[config.mk]
export PLATFORM = sky130hd
export DESIGN_NAME = intr_reg3
export DESIGN_NICKNAME = d
export VERILOG_FILES = /design/src/rtl/intr_pkg.sv /design/src/rtl/intr_ctrl.sv /design/src/rtl/intr_datapath.sv /design/src/rtl/intr_reg3.sv
export SDC_FILE = /design/constraint.sdc
export NUM_CORES = 1
export LEC_CHECK = 0
export ABC_AREA = 1
export BUFFER_PORTS_ARGS = -buffer_cell sky130_fd_sc_hd__buf_2
export CAP_MARGIN = 20
export CORE_UTILIZATION = 33
export CTS_BUF_LIST = sky130_fd_sc_hd__clkbuf_4 sky130_fd_sc_hd__clkbuf_8
export DETAILED_ROUTE_END_ITERATION = 8
export GPL_TIMING_DRIVEN = 1
export PLACE_DENSITY = 0.86
export SYNTH_ARGS = -nofsm -noshare
export SYNTH_HDL_FRONTEND = slang
export SYNTH_HIERARCHICAL = 1
export SYNTH_SLANG_ARGS = --single-unit
[constraint.sdc]
create_clock -name clk -period 1.6 [get_ports clk]
set_input_delay 0.08 -clock clk [delete_from_list [all_inputs] [get_ports clk]]
set_output_delay 0.08 -clock clk [all_outputs]
set_load 0.02 [all_outputs]
[src/rtl/intr_pkg.sv]
package intr_pkg;
  localparam int NUM_SRC      = 3;
  localparam int FIELD_STRIDE = 8;
  localparam int BIT_EN       = 0;
  localparam int BIT_PEND     = 1;
  localparam int BIT_QUAL     = 2;

  typedef struct packed {
    logic [NUM_SRC-1:0] updEn;
    logic [NUM_SRC-1:0] enVal;
    logic [NUM_SRC-1:0] clrPend;
  } strobe_t;
endpackage

[src/rtl/intr_ctrl.sv]
module intr_ctrl
  import intr_pkg::*;
#(
  parameter int DATA_W = 32
) (
  input  logic              clk,
  input  logic              rstN,
  input  logic              wrEn,
  input  logic [DATA_W-1:0] wrData,
  output strobe_t           strb
);
  always_comb begin
    strb = '0;
    for (int i = 0; i < NUM_SRC; i++) begin
      strb.updEn[i]   = wrEn & wrData[i*FIELD_STRIDE + BIT_QUAL];
      strb.enVal[i]   = wrData[i*FIELD_STRIDE + BIT_EN];
      strb.clrPend[i] = wrEn & wrData[i*FIELD_STRIDE + BIT_QUAL]
                        & ~wrData[i*FIELD_STRIDE + BIT_PEND];
    end
  end

  generate
    for (genvar g = 0; g < NUM_SRC; g++) begin : gChk
      AST_CLR_NEEDS_QUAL: assert property (@(posedge clk) disable iff (!rstN)
        strb.clrPend[g] |-> wrEn && wrData[g*FIELD_STRIDE + BIT_QUAL]);
      AST_IDLE_NO_STROBE: assert property (@(posedge clk) disable iff (!rstN)
        !wrEn |-> (strb.updEn[g] == 1'b0) && (strb.clrPend[g] == 1'b0));
    end
  endgenerate
endmodule

[src/rtl/intr_datapath.sv]
module intr_datapath
  import intr_pkg::*;
#(
  parameter int DATA_W = 32
) (
  input  logic               clk,
  input  logic               rstN,
  input  logic [NUM_SRC-1:0] evtPulse,
  input  strobe_t            strb,
  output logic [DATA_W-1:0]  rdData,
  output logic               irqOut
);
  logic [NUM_SRC-1:0] enReg;
  logic [NUM_SRC-1:0] pendReg;

  always_ff @(posedge clk) begin
    if (!rstN) begin
      enReg   <= '0;
      pendReg <= '0;
      irqOut  <= 1'b0;
    end else begin
      for (int i = 0; i < NUM_SRC; i++) begin
        if (strb.updEn[i]) enReg[i] <= strb.enVal[i];
        pendReg[i] <= evtPulse[i] | (pendReg[i] & ~strb.clrPend[i]);
      end
      irqOut <= |(enReg & pendReg);
    end
  end

  always_comb begin
    rdData = '0;
    for (int i = 0; i < NUM_SRC; i++) begin
      rdData[i*FIELD_STRIDE + BIT_EN]   = enReg[i];
      rdData[i*FIELD_STRIDE + BIT_PEND] = pendReg[i];
    end
  end

  generate
    for (genvar g = 0; g < NUM_SRC; g++) begin : gChk
      AST_EVT_SETS_PEND: assert property (@(posedge clk) disable iff (!rstN)
        evtPulse[g] |=> pendReg[g]);
      AST_NO_SPONT_PEND: assert property (@(posedge clk) disable iff (!rstN)
        !pendReg[g] && !evtPulse[g] |=> !pendReg[g]);
      AST_UNQUAL_HOLD: assert property (@(posedge clk) disable iff (!rstN)
        !strb.updEn[g] |=> $stable(enReg[g]));
      AST_CLR_TAKES: assert property (@(posedge clk) disable iff (!rstN)
        strb.clrPend[g] && !evtPulse[g] |=> !pendReg[g]);
    end
  endgenerate

  AST_IRQ_QUIET: assert property (@(posedge clk) disable iff (!rstN)
    (enReg & pendReg) == '0 |=> !irqOut);
endmodule

[src/rtl/intr_reg3.sv]
module intr_reg3
  import intr_pkg::*;
#(
  parameter int DATA_W = 32
) (
  input  logic               clk,
  input  logic               rstN,
  input  logic [NUM_SRC-1:0] evtPulse,
  input  logic               wrEn,
  input  logic [DATA_W-1:0]  wrData,
  output logic [DATA_W-1:0]  rdData,
  output logic               irqOut
);
  strobe_t strb;

  intr_ctrl #(.DATA_W(DATA_W)) i_ctrl (
    .clk(clk), .rstN(rstN), .wrEn(wrEn), .wrData(wrData), .strb(strb)
  );

  intr_datapath #(.DATA_W(DATA_W)) i_dp (
    .clk(clk), .rstN(rstN), .evtPulse(evtPulse), .strb(strb),
    .rdData(rdData), .irqOut(irqOut)
  );
endmodule

==> impl_results.md <==
- Status: finished clean
- Syn Inst Count: 74
- Internal power: 329 uW
- Gr usage total: 10.1%
- Clock Skew: 0.00373 ns
- H-tree depth: 1
- Net Switching: 169 uW
- Pwr dens: 909 mW/mm^2
- TritonRoute pass-1 iters: 4
- CP max stage cell: dfxtp_1
- Hold Path Depth: 3
- TritonCTS clock tree: built
- Drt wl/cell: 6.90 um
- Clock power frac: 36.2%
- Antenna diode count: 0
- Final Hold Viols: 0
- Peak Freq: 1.18 GHz
- Post-placement cell count: roughly 110
- Hold Buf Count CTS: 0
- Clk Latency, worst-skew pair: 0.25 ns
- Largest net degree at the start of global routing: 6
- Critical path fanouts, max: 3
- Vias in the first global route: 333
- Number of synthesized register bits: 7
- Post-route ant nets: 0
- Initial antenna violation count: 0
- Reg-to-reg slack, setup: 0.96 ns
- Reg2reg end: i_dp/irqOut
- Area delta synth->final: 5.81%
- Total CTS buffers: 3
- Delay-heaviest family, CP: flip-flops
- DIE AREA: approximately 0.0017 mm^2
- First-pass GRT wire length: 1280 um
- YS warnings: 6
- Synth cell types: 10
- Worst hold path class: in2reg
- Syn avg cell area: 6.98 um^2
- Layout cells sized above 1: 29.5%
- Setup violations, final: 0
- Via count: 403
- Worst-path clk slew: 0.05 ns
- Type of the worst setup path: reg2out
- DIE HEIGHT: 41.6 um
- Root Driver: clkbuf_4
- Via-per-instance ratio: 3.66
- Critical-path cell list: buf_2
- Initial Utilization: between 30% and 40%
- Pins Over Slew Limit: 0
- Logic pwr share: 24.9%
- Non-filler cells, final: 110
- Tcrit/Tclk final: a little over half
- Core ar.: 0.00138 mm^2
- RSZ-0062 raised after global routing: false
- # nets final: between 100 and 150
- Sw Share: 33.9%
- Die W: about 42 um
- Clk buf depth: 2
- Reg-to-reg startpoint: i_dp/pendReg[1]
- # IOs: 71
- Gpl congestion: 0.656
- Crit path launch: i_dp/enReg[0]
- Drt initial violations: 3
- Worst Hold Launch: evtPulse[1]
- Worst r2r path cells: 4
- Mapped Area: 517 um^2
- Crit start category: register
- Sequential fraction of the synthesis area: 27.1%
- Crit-path max cell delay: 0.34 ns
- Setup bufs post-CTS: 0
- CTS-repair resized insts: 0
- Grt total ovfl: 0
- CP bufs+invs: 1
- Sequential share of power: around two fifths
- Min Tclk post-route: 0.848 ns
- CP arrival: about 0.77 ns
- Hold EP: i_dp/pendReg[1]
- Crit. End Element: output pin
- DRC: 0
- Max-cap violations: 0
- Total power draw: 497 uW
- Rows: 13
- Setup TNS: 0 ns
- PortBufs: 21
- CP Data Required Time: 1.52 ns
- Total wire length: 759 um
- WHS: 0.0348 ns
- IR drop worst, VDD: 0.374 mV
- Leak: 0.351 nW
- CTS sink count: 7
==> worst max-delay path by stage <==
| stage | depth (start not counted) | slack, ns | to |
|---|---|---|---|
| after floorplan | 4 | 0.88 | i_dp/irqOut |
| after global placement | 6 | 0.92 | i_dp/pendReg[0] |
| after detailed placement | 6 | 0.91 | i_dp/pendReg[0] |
| after CTS | 1 | 0.74 | rdData[16] |
| after global routing | 1 | 0.67 | rdData[9] |
| final | 1 | 0.75 | rdData[0] |
==> final cells by class <==
class / count / area, um^2
repair buffers: 21 / 105
fillers: 146 / 836
clock buffers: 4 / 30.0
flip-flops and latches: 7 / 140
multi-input cells: 52 / 211
inverters: 11 / 41.3
well taps: 15 / 18.8
==> state kept, by name, summed over array words and instances, names as in the netlist <==
signal        count
i_dp/pendReg      3
i_dp/irqOut       1
i_dp/enReg        3
==> synthesized netlist by cell type (all sizes together) <==
master	number	area share (%)
nand3	1	0.97
nor2	12	10
o21ai	3	2.9
a21oi	3	2.9
inv	11	8.0
buf	29	42
dfxtp	7	27
conb	1	0.73
nand2	7	5.1
==> power groups by stage <==
stage / Combinational [mW] / Clock, mW / Sequential, mW
after floorplan: 0.129 / 0 / 0.211
after global placement: 0.122 / 0 / 0.197
after detailed placement: 0.124 / 0 / 0.197
after CTS: 0.124 / 0.189 / 0.193
after global routing: 0.135 / 0.201 / 0.195
final: 0.124 / 0.180 / 0.193
==> per-stage QoR <==
| stage | utilization [%] | instance area [um^2] | worst slack (ns) |
|---|---|---|---|
| floorplan | - | 611 | 0.880 |
| global placement | 37.4 | 517 | 0.916 |
| detailed placement | 37.4 | 517 | 0.913 |
| CTS | 39.5 | 547 | 0.738 |
| global route | 39.5 | 547 | 0.673 |
| finish | 39.5 | 547 | 0.752 |
==> metal layers <==
layer	GRT usage (%)	share of wire [%]	up-vias
li1	-	-	203
met1	9.55	37	164
met2	16.9	48	36
met3	6.96	14	0
met4	3.87	0	0
met5	0	0	-
==> cell families (layout without fill, tap and decap cells) <==
group | after synthesis | in the layout | synth area share (%)
other | 1 | 26 | 0.726
buffers and inverters | 40 | 36 | 50.1
AOI/OAI and AO/OA | 6 | 6 | 5.81
DFF | 7 | 7 | 27.1
and+or+nand+nor | 20 | 20 | 16.2
==> cell usage in the layout (no fill, tap or decap), drive strengths merged <==
master   n
conb    26
inv     11
buf     21
o21ai    3
dfxtp    7
clkbuf   4
nor2    12
a21oi    3
nand3    1
nand2    7
(Power assumes the default switching activity.)
